$ cat src/rtl/srdiv_pkg.sv
package srdiv_pkg;
    localparam int RATIO_W = 11;
    localparam int CNT_W   = 12;

    typedef enum logic [1:0] {FC_A = 2'd0, FC_B = 2'd1, FC_C = 2'd2, FC_D = 2'd3} fclass_e;

    typedef struct packed {
        logic               ok;
        logic [RATIO_W-1:0] ratio;
        fclass_e            cls;
    } rate_ent_t;

    typedef struct packed {
        logic       ok;
        logic [2:0] code;
    } det_ent_t;

    function automatic rate_ent_t mk(input int r, input fclass_e c);
        rate_ent_t e;
        e.ok    = 1'b1;
        e.ratio = RATIO_W'(r);
        e.cls   = c;
        return e;
    endfunction

    function automatic rate_ent_t lookup(input logic usb, input logic [4:0] code);
        rate_ent_t e;
        e = '{ok: 1'b0, ratio: '0, cls: FC_A};
        if (!usb) begin
            case (code)
                5'b00000, 5'b10000: e = mk(256, FC_A);
                5'b00001, 5'b01100,
                5'b10001:           e = mk(384, FC_A);
                5'b01010, 5'b11011,
                5'b11101:           e = mk(768, FC_A);
                5'b01011:           e = mk(1152, FC_A);
                5'b01101:           e = mk(576, FC_A);
                5'b01110, 5'b11110: e = mk(128, FC_B);
                5'b01111, 5'b11111: e = mk(192, FC_B);
                5'b11010, 5'b11100: e = mk(512, FC_A);
                default:            e.ok = 1'b0;
            endcase
        end else begin
            case (code)
                5'b00000: e = mk(250, FC_C);
                5'b01010: e = mk(750, FC_C);
                5'b01100: e = mk(375, FC_C);
                5'b01110: e = mk(125, FC_D);
                5'b10001: e = mk(272, FC_A);
                5'b11011: e = mk(544, FC_A);
                5'b11100: e = mk(500, FC_C);
                5'b11111: e = mk(136, FC_B);
                default:  e.ok = 1'b0;
            endcase
        end
        return e;
    endfunction

    function automatic det_ent_t classify(input logic half, input logic [CNT_W-1:0] n);
        det_ent_t d;
        d = '{ok: 1'b1, code: 3'd0};
        case (n)
            CNT_W'(128):  d.code = 3'd0;
            CNT_W'(192):  d.code = 3'd1;
            CNT_W'(256):  d.code = 3'd2;
            CNT_W'(384):  d.code = 3'd3;
            CNT_W'(512):  d.code = 3'd4;
            CNT_W'(768):  d.code = 3'd5;
            CNT_W'(1024): d.code = 3'd6;
            CNT_W'(1536): d.code = 3'd7;
            default:      d.ok   = 1'b0;
        endcase
        if (d.ok && !half && d.code > 3'd3) d.ok = 1'b0;
        if (d.ok &&  half && d.code < 3'd2) d.ok = 1'b0;
        return d;
    endfunction
endpackage

$ cat src/rtl/srdiv_ratio_sel.sv
module srdiv_ratio_sel
    import srdiv_pkg::*;
(
    input  logic               clk,
    input  logic               rst,
    input  logic [4:0]         sr_code,
    input  logic               usb_mode,
    output logic [RATIO_W-1:0] ratio,
    output fclass_e            cls,
    output logic               bad
);
    rate_ent_t ent;
    assign ent = lookup(usb_mode, sr_code);

    always_ff @(posedge clk) begin
        if (rst) begin
            ratio <= RATIO_W'(256);
            cls   <= FC_A;
            bad   <= 1'b0;
        end else if (ent.ok) begin
            ratio <= ent.ratio;
            cls   <= ent.cls;
            bad   <= 1'b0;
        end else begin
            bad   <= 1'b1;
        end
    end

    AST_HOLD_ON_BAD: assert property (@(posedge clk) disable iff (rst)
        !ent.ok |=> (ratio == $past(ratio) && cls == $past(cls)));
    AST_RATIO_SPAN: assert property (@(posedge clk) disable iff (rst)
        ent.ok |=> (ratio >= RATIO_W'(125) && ratio <= RATIO_W'(1152)));
    AST_CLASS_D_USB: assert property (@(posedge clk) disable iff (rst)
        (cls == FC_D) |-> (ratio == RATIO_W'(125)));
endmodule

$ cat src/rtl/srdiv_counter.sv
module srdiv_counter
    import srdiv_pkg::*;
(
    input  logic               clk,
    input  logic               rst,
    input  logic               half,
    input  logic [RATIO_W-1:0] ratio,
    output logic               stb
);
    logic               pre;
    logic               tick;
    logic [RATIO_W-1:0] cnt;
    logic [RATIO_W-1:0] last;

    assign tick = !half || pre;
    assign last = ratio - RATIO_W'(1);

    always_ff @(posedge clk) begin
        if (rst) begin
            pre <= 1'b0;
            cnt <= '0;
            stb <= 1'b0;
        end else begin
            pre <= half ? !pre : 1'b0;
            stb <= 1'b0;
            if (tick) begin
                if (cnt >= last) begin
                    cnt <= '0;
                    stb <= 1'b1;
                end else begin
                    cnt <= cnt + RATIO_W'(1);
                end
            end
        end
    end

    AST_STB_ONE_CYCLE: assert property (@(posedge clk) disable iff (rst)
        stb |=> !stb);
    AST_HALF_GAP: assert property (@(posedge clk) disable iff (rst)
        (half && $past(half) && stb) |=> !stb);
endmodule

$ cat src/rtl/srdiv_autodet.sv
module srdiv_autodet
    import srdiv_pkg::*;
(
    input  logic       clk,
    input  logic       rst,
    input  logic       en,
    input  logic       half,
    input  logic       frame_in,
    output logic [2:0] code,
    output logic       locked
);
    logic             frame_q;
    logic             rise;
    logic [CNT_W-1:0] cnt;
    logic [CNT_W-1:0] prev;
    logic [1:0]       seen;
    det_ent_t         cur;

    assign rise = en && frame_in && !frame_q;
    assign cur  = classify(half, cnt);

    always_ff @(posedge clk) begin
        if (rst) begin
            frame_q <= 1'b0;
            cnt     <= '0;
            prev    <= '0;
            seen    <= '0;
            code    <= '0;
            locked  <= 1'b0;
        end else begin
            frame_q <= frame_in;
            if (!en) begin
                seen <= '0;
                cnt  <= '0;
            end else if (rise) begin
                cnt  <= CNT_W'(1);
                prev <= cnt;
                if (seen != 2'd2) seen <= seen + 2'd1;
                if (seen == 2'd2 && cnt == prev && cur.ok) begin
                    code   <= cur.code;
                    locked <= 1'b1;
                end
            end else if (cnt != {CNT_W{1'b1}}) begin
                cnt <= cnt + CNT_W'(1);
            end
        end
    end

    AST_DET_SLAVE_ONLY: assert property (@(posedge clk) disable iff (rst)
        !en |=> ($stable(code) && $stable(locked)));
    AST_DET_ON_EDGE: assert property (@(posedge clk) disable iff (rst)
        (code != $past(code)) |-> $past(rise));
    AST_DET_HALF_FLOOR: assert property (@(posedge clk) disable iff (rst)
        (rise && half) |=> (code == $past(code) || code >= 3'd2));
endmodule

$ cat src/rtl/srdiv_top.sv
module srdiv_top
    import srdiv_pkg::*;
(
    input  logic       clk,
    input  logic       rst,
    input  logic [4:0] sr_code,
    input  logic       usb_mode,
    input  logic       mclk_half,
    input  logic       slave_mode,
    input  logic       frame_in,
    output logic       rate_stb,
    output logic [1:0] filt_class,
    output logic       code_bad,
    output logic [2:0] det_code,
    output logic       det_locked
);
    logic [RATIO_W-1:0] ratio;
    fclass_e            cls;

    srdiv_ratio_sel u_sel (
        .clk      (clk),
        .rst      (rst),
        .sr_code  (sr_code),
        .usb_mode (usb_mode),
        .ratio    (ratio),
        .cls      (cls),
        .bad      (code_bad)
    );

    srdiv_counter u_cnt (
        .clk   (clk),
        .rst   (rst),
        .half  (mclk_half),
        .ratio (ratio),
        .stb   (rate_stb)
    );

    srdiv_autodet u_det (
        .clk      (clk),
        .rst      (rst),
        .en       (slave_mode),
        .half     (mclk_half),
        .frame_in (frame_in),
        .code     (det_code),
        .locked   (det_locked)
    );

    assign filt_class = cls;
endmodule

$ cat config.mk
export PLATFORM = sky130hd
export DESIGN_NAME = srdiv_top
export DESIGN_NICKNAME = d
export VERILOG_FILES = /design/src/rtl/srdiv_pkg.sv /design/src/rtl/srdiv_ratio_sel.sv /design/src/rtl/srdiv_counter.sv /design/src/rtl/srdiv_autodet.sv /design/src/rtl/srdiv_top.sv
export SDC_FILE = /design/constraint.sdc
export NUM_CORES = 1
export LEC_CHECK = 0
export ABC_AREA = 1
export BUFFER_PORTS_ARGS = -buffer_cell sky130_fd_sc_hd__buf_2
export CORE_UTILIZATION = 65
export DETAILED_ROUTE_END_ITERATION = 10
export PLACE_DENSITY = 0.89
export SYNTH_ARGS = -nofsm -noshare
export SYNTH_HDL_FRONTEND = slang
export SYNTH_SLANG_ARGS = --single-unit
$ cat constraint.sdc
create_clock -name clk -period 7.6 [get_ports clk]
set_clock_uncertainty 0.15 [all_clocks]
set_input_delay 0.76 -clock clk [delete_from_list [all_inputs] [get_ports clk]]
set_output_delay 0.76 -clock clk [all_outputs]
set_load 0.05 [all_outputs]
# [Word level (Yosys, flattened, before mapping)]
# Cells that the tools add are included.
[totals] regBits=58 out_inout_bits=8 in_bits=11
[op_classes] mux=14 n_eq_ne=27 reduce_logical=30 addsub=4 bitwise_logic=3 order_cmp=3
[op_table] operator="one-hot mux 13 bit (8 select lines)" count=1
[op_table] operator="one-hot mux 12 bit (8 select lines)" count=1
[op_table] operator="== test 5 bit, second input constant" count=8
[op_table] operator="== test 5 x 4 -> 1 bit, second input constant" count=6
[op_table] operator="== test 12 x 10 -> 1 bit, second input constant" count=2
[op_table] operator="== test 12 x 11 -> 1 bit, second input constant" count=2
[op_table] operator="== test 12 x 8 -> 1 bit, second input constant" count=2
[op_table] operator="== test 12 x 9 -> 1 bit, second input constant" count=2
[op_table] operator="one-hot mux 3 bit (7 select lines)" count=1
[op_table] operator="OR reduction 16 bit" count=1
[op_table] operator="OR reduction 8 bit" count=2
[op_table] operator="2-to-1 mux 14 bit" count=1
[op_table] operator="OR reduction 2 bit" count=7
[op_table] operator="adder 12 x 1 -> 12 bit, second input constant" count=1
[op_table] operator="== test 12 bit" count=1
[op_table] operator="!= test 12 bit, second input constant" count=1
[op_table] operator="adder 11 x 1 -> 11 bit, second input constant" count=1
[op_table] operator=">= comparator 11 bit" count=1
[op_table] operator="2-to-1 mux 11 bit" count=1
[op_table] operator="subtractor 11 x 1 -> 11 bit, second input constant" count=1
[op_table] operator="2-to-1 mux 1 bit" count=9
[op_table] operator="OR reduction 3 bit" count=3
[op_table] operator="logical AND 1 bit" count=8
[op_table] operator="== test 5 x 1 -> 1 bit, second input constant" count=1
[op_table] operator="other kinds (12)" count=17

# [Logic depth before layout (Yosys ltp)]
[logic_depth] word_depth=11 mapped_depth=18

# [By module]
# Synthesis repeated with hierarchy kept, for this count alone.
[hier_totals] cells_unflattened=578 area_unflattened_um2=3878.7
[by_module_without_submodules] module="srdiv_autodet" seq_area_each_um2=620.6 cells_each=283 instances=1 area_per_inst_um2=1849.3
[by_module_without_submodules] module="srdiv_counter" seq_area_each_um2=260.2 cells_each=154 instances=1 area_per_inst_um2=1127.3
[by_module_without_submodules] module="srdiv_ratio_sel" seq_area_each_um2=280.3 cells_each=141 instances=1 area_per_inst_um2=902.1

# [Least setup slack after synthesis]
# No wires, ideal clock.
[synth_path] kind="register to register" startpoint="reg u_sel.ratio[0]" endpoint="reg u_cnt.cnt[2]" path_buffers=0 t_required_ns=7.385 path_slack_ns=5.035 synth_period_minus_slack_ns=2.565 path_stages_with_launch=18 t_arrival_ns=2.350 setup_time_ns=0.065 cell_sequence="dfxtp_1 > inv_1 > ha_1 > nand2_1 > nor3_2 > nor3b_2 > nand2_1 > nor2_1 > xor2_1 > ha_1 > a21oi_1 > o21a_1 > nand2_1 > nor2_1 > nand3_1 > o21ai_0 > inv_1 > nor2_1"
[synth_between] elab_chain_cells=3
[synth_rtl] item="start, declared" line="srdiv_ratio_sel.sv:8" source="output logic [RATIO_W-1:0] ratio,"
[synth_rtl] item="start signal, assigned" line="srdiv_ratio_sel.sv:21" source="ratio <= ent.ratio;"
[synth_rtl] item="subtractor 11 x 1 -> 11 bit" line="srdiv_counter.sv:16" source="assign last = ratio - RATIO_W'(1);"
[synth_rtl] item=">= comparator 11 bit" line="srdiv_counter.sv:27" source="if (cnt >= last) begin"
[synth_rtl] item="2-to-1 mux 11 bit" line="srdiv_counter.sv:27"
[synth_rtl] item="end signal, assigned" line="srdiv_counter.sv:31" source="cnt <= cnt + RATIO_W'(1);"
[synth_rtl] item="end, declared" line="srdiv_counter.sv:12" source="logic [RATIO_W-1:0] cnt;"
# No other way between the ends.
# A chain may end at the register's enable or synchronous reset.

# [Final worst setup path]
[layout_path] startpoint="reg u_sel.ratio[0]" endpoint="reg u_cnt.cnt[4]"
# Same word-level chain as after synthesis.

==> summary.txt <==
Final nets: 600
Synth Register Bits: 58
YS warnings: 0
placed inst area: 3780 µm²
Crit Path Category: reg -> reg
Pre-antenna DRT Iters: 5
met2 WL: 4210 µm
P_int: 0.000626 W
routability cong.: 0.943
Cell Chain, Critical Path: inv_1 > ha_1 > nand2_1 > nor3_2 > nor3b_2 > nand2_1 > nor2_1 > xor2_1 > ha_1 > a21oi_1 > o21a_1 > nand2_1 > nor2_1 > nand3_1 > o21ai_0 > inv_1 > nor2_1
Initial Util: 0.696
Clock Latency Late Sink: 0.34 ns
TritonCTS clock tree: yes
postcts setup bufs: 0
cts repair resizes: 0
Post-Syn Instances: 555
total number of vias: 3602
Setup WS post-layout: 4.58 ns
initial drt markers: 385
Final ANT Viol Nets: 0
met1 WL: 3710 µm
Syn Nets: 582
leakage: 1.98 nW
top sig layer: met4
vias in the first global route: 3359
period utilisation layout: 0.397
Rel. slew slack: 0.401
Vias/cell: 5.56
DIE AREA: 5940 µm²
hold-fix buffers at CTS: 0
Post-Layout Inst Area: 4070 µm²
Post-Syn Area: 3670 µm²
Async S/R FF share, synth: 0
H-tree depth: 3
layout cells sized above 1: 0.131
largest fanout on the critical path: 8
met3 WL post-DR: 649 µm
Placement Setup Slack: 4.64 ns
Seq pwr share: 0.391
Critical Path Max Stage Delay: 0.30 ns
RSZ-0062 raised after global routing: no
HP Class: reg -> reg
Seq/Total Area, Yosys: 0.317
port bufs: 18
worst reg2reg path depth: 17
Area Overhead vs Synth: 11.0%
maxcap violations: 0
top_reg_cell synth: dfxtp_1
Clock Path Buffers: 2
post-DP HPWL: 6320 µm
setup_tns: 0 ns
Rows: 26
grt ovf: 0
Gate power share: 0.121
Mapped Avg Cell Area: 6.61 µm²
Die Height: 77.1 µm
PwrDens: 203 nW/µm²
FILL cells: 414
minimum clock period: 3.02 ns
average wire per standard cell: 13.4 µm
root buffer cell: clkbuf_8
CP Launch Type: flip-flop
Crit. End Element: flip-flop
initial antenna violation count: 0
Worst Tran Pin Value: 0.897 ns
Clk network pwr share: 0.488
CP max-delay cell: dfxtp_1
CORE AREA: 5270 µm²
setup violators final: 0
Sw Share: 0.241
maximum vdd drop: 0.000146 V
largest net degree at the start of global routing: 28
Max Clock Freq: 0.331 GHz
DIE WIDTH: 77.1 µm
Post-synth EDFFs: 0
switching pwr: 0.000198 W
CTS Sinks: 58
CTS clk-pin slew, worst paths: 0.07 ns
status: finished clean
I/O Pins: 19
WP data required: 7.72 ns
endpoints failing hold: 0
Inserted Clock Buffers: 9
Diodes inserted: 0
max-slew violation count: 0
drt total wl: 8710 µm
DR DRC count: 0
Distinct cells, synth: 37
hold depth: 2
first-pass GRT wire length: 15100 µm
WP data arrival: 3.14 ns
Tot GR Track Use: 0.317
[final cells by class]
| cell class | count | area, µm² | area share |
|---|---|---|---|
| tap | 70 | 87.6 | 0.0215 |
| sequential | 58 | 1160 | 0.285 |
| clock inverter | 4 | 120 | 0.0295 |
| timing repair buffer | 18 | 90.1 | 0.0221 |
| multi-input combinational | 403 | 2130 | 0.524 |
| clock buffer | 12 | 165 | 0.0406 |
| inverter | 83 | 312 | 0.0765 |
[synthesized netlist by cell type, types with 2 or more instances]
cell type	instances	share of area
nand3_2	6	0.016
clkbuf_1	6	0.0061
nor2_1	67	0.069
or2_2	2	0.0034
nand2_1	140	0.14
ha_1	16	0.055
nor3_4	2	0.0089
inv_1	77	0.079
nand3_1	29	0.040
nor3_2	4	0.011
o211ai_1	2	0.0041
nand4_2	2	0.0068
and2_1	2	0.0034
o21ai_2	6	0.014
xor2_1	13	0.031
nand2_4	2	0.0061
o21ai_0	27	0.037
nor2_2	5	0.0085
dfxtp_1	58	0.32
nand2_2	5	0.0085
buf_2	2	0.0027
inv_2	6	0.0061
a21oi_1	41	0.056
o21a_1	2	0.0041
nor3_1	5	0.0068
buf_4	2	0.0041
xnor2_1	4	0.0096
nand4_1	13	0.022
[power groups by stage]
| stage | registers (W) | clock network [W] | logic [W] |
|---|---|---|---|
| 4_1_cts | 0.000322 | 0.000405 | 0.0000992 |
| 5_1_grt | 0.000323 | 0.000417 | 0.000113 |
| 2_1_floorplan | 0.000330 | 0 | 0.0000729 |
| 6_report | 0.000322 | 0.000403 | 0.0000997 |
| 3_5_place_dp | 0.000328 | 0 | 0.0000978 |
| 3_3_place_gp | 0.000328 | 0 | 0.0000940 |
[critical path, delay by kind of cell (launching register included)]
kind / cells / cell delay, ns
compound gates: 3 / 0.41
buf+inv: 2 / 0.31
simple gates: 9 / 1.16
flops: 1 / 0.30
xor+xnor: 1 / 0.16
fa+ha+maj: 2 / 0.48
[through the flow]
stage,total power (W),hold slack (ns),util,instances
2_1_floorplan,0.000403,0.276,-,555
3_3_place_gp,0.000422,0.293,0.718,632
3_5_place_dp,0.000426,0.295,0.718,632
4_1_cts,0.000826,0.307,0.772,648
5_1_grt,0.000854,0.332,0.772,648
6_report,0.000824,0.313,0.772,648
[metal layers]
layer | up-vias | GRT usage
met5 | - | 0
met4 | 0 | 0.109
met3 | 17 | 0.0940
met2 | 146 | 0.530
met1 | 1631 | 0.386
li1 | 1808 | -
[sequential cells by signal, indices dropped and copies added, names as in the netlist]
signal	cells
u_cnt.cnt	11
u_cnt.pre	1
u_det.prev	12
u_det.code	3
u_det.cnt	12
u_sel.cls	2
u_cnt.stb	1
u_sel.ratio	11
u_sel.bad	1
u_det.locked	1
u_det.frame_q	1
u_det.seen	2
[worst paths after layout]
kind                  start        endpoint  slack [ns]
max          u_sel.ratio[0]    u_cnt.cnt[4]        4.58
min          u_sel.ratio[8]  u_sel.ratio[8]        0.31
max reg2reg  u_sel.ratio[0]    u_cnt.cnt[4]        4.58
min reg2reg  u_sel.ratio[8]  u_sel.ratio[8]        0.31
[cell families after synthesis]
| kind of cell | synth area share |
|---|---|
| DFF | 0.317 |
| AOI/OAI and AO/OA | 0.122 |
| xor gates and xnor gates | 0.0406 |
| buffers and inverters | 0.101 |
| and+or+nand+nor | 0.366 |
| adders and majority gates | 0.0546 |
[cell usage in the layout, fill, tap and decap left out, types with 12 or more instances in the layout]
master / n
a21oi_1: 41
buf_2: 18
clkbuf_8: 12
dfxtp_1: 58
ha_1: 16
inv_1: 77
nand2_1: 140
nand3_1: 29
nand4_1: 13
nor2_1: 67
o21ai_0: 27
xor2_1: 13
(Power assumes the default switching activity.)
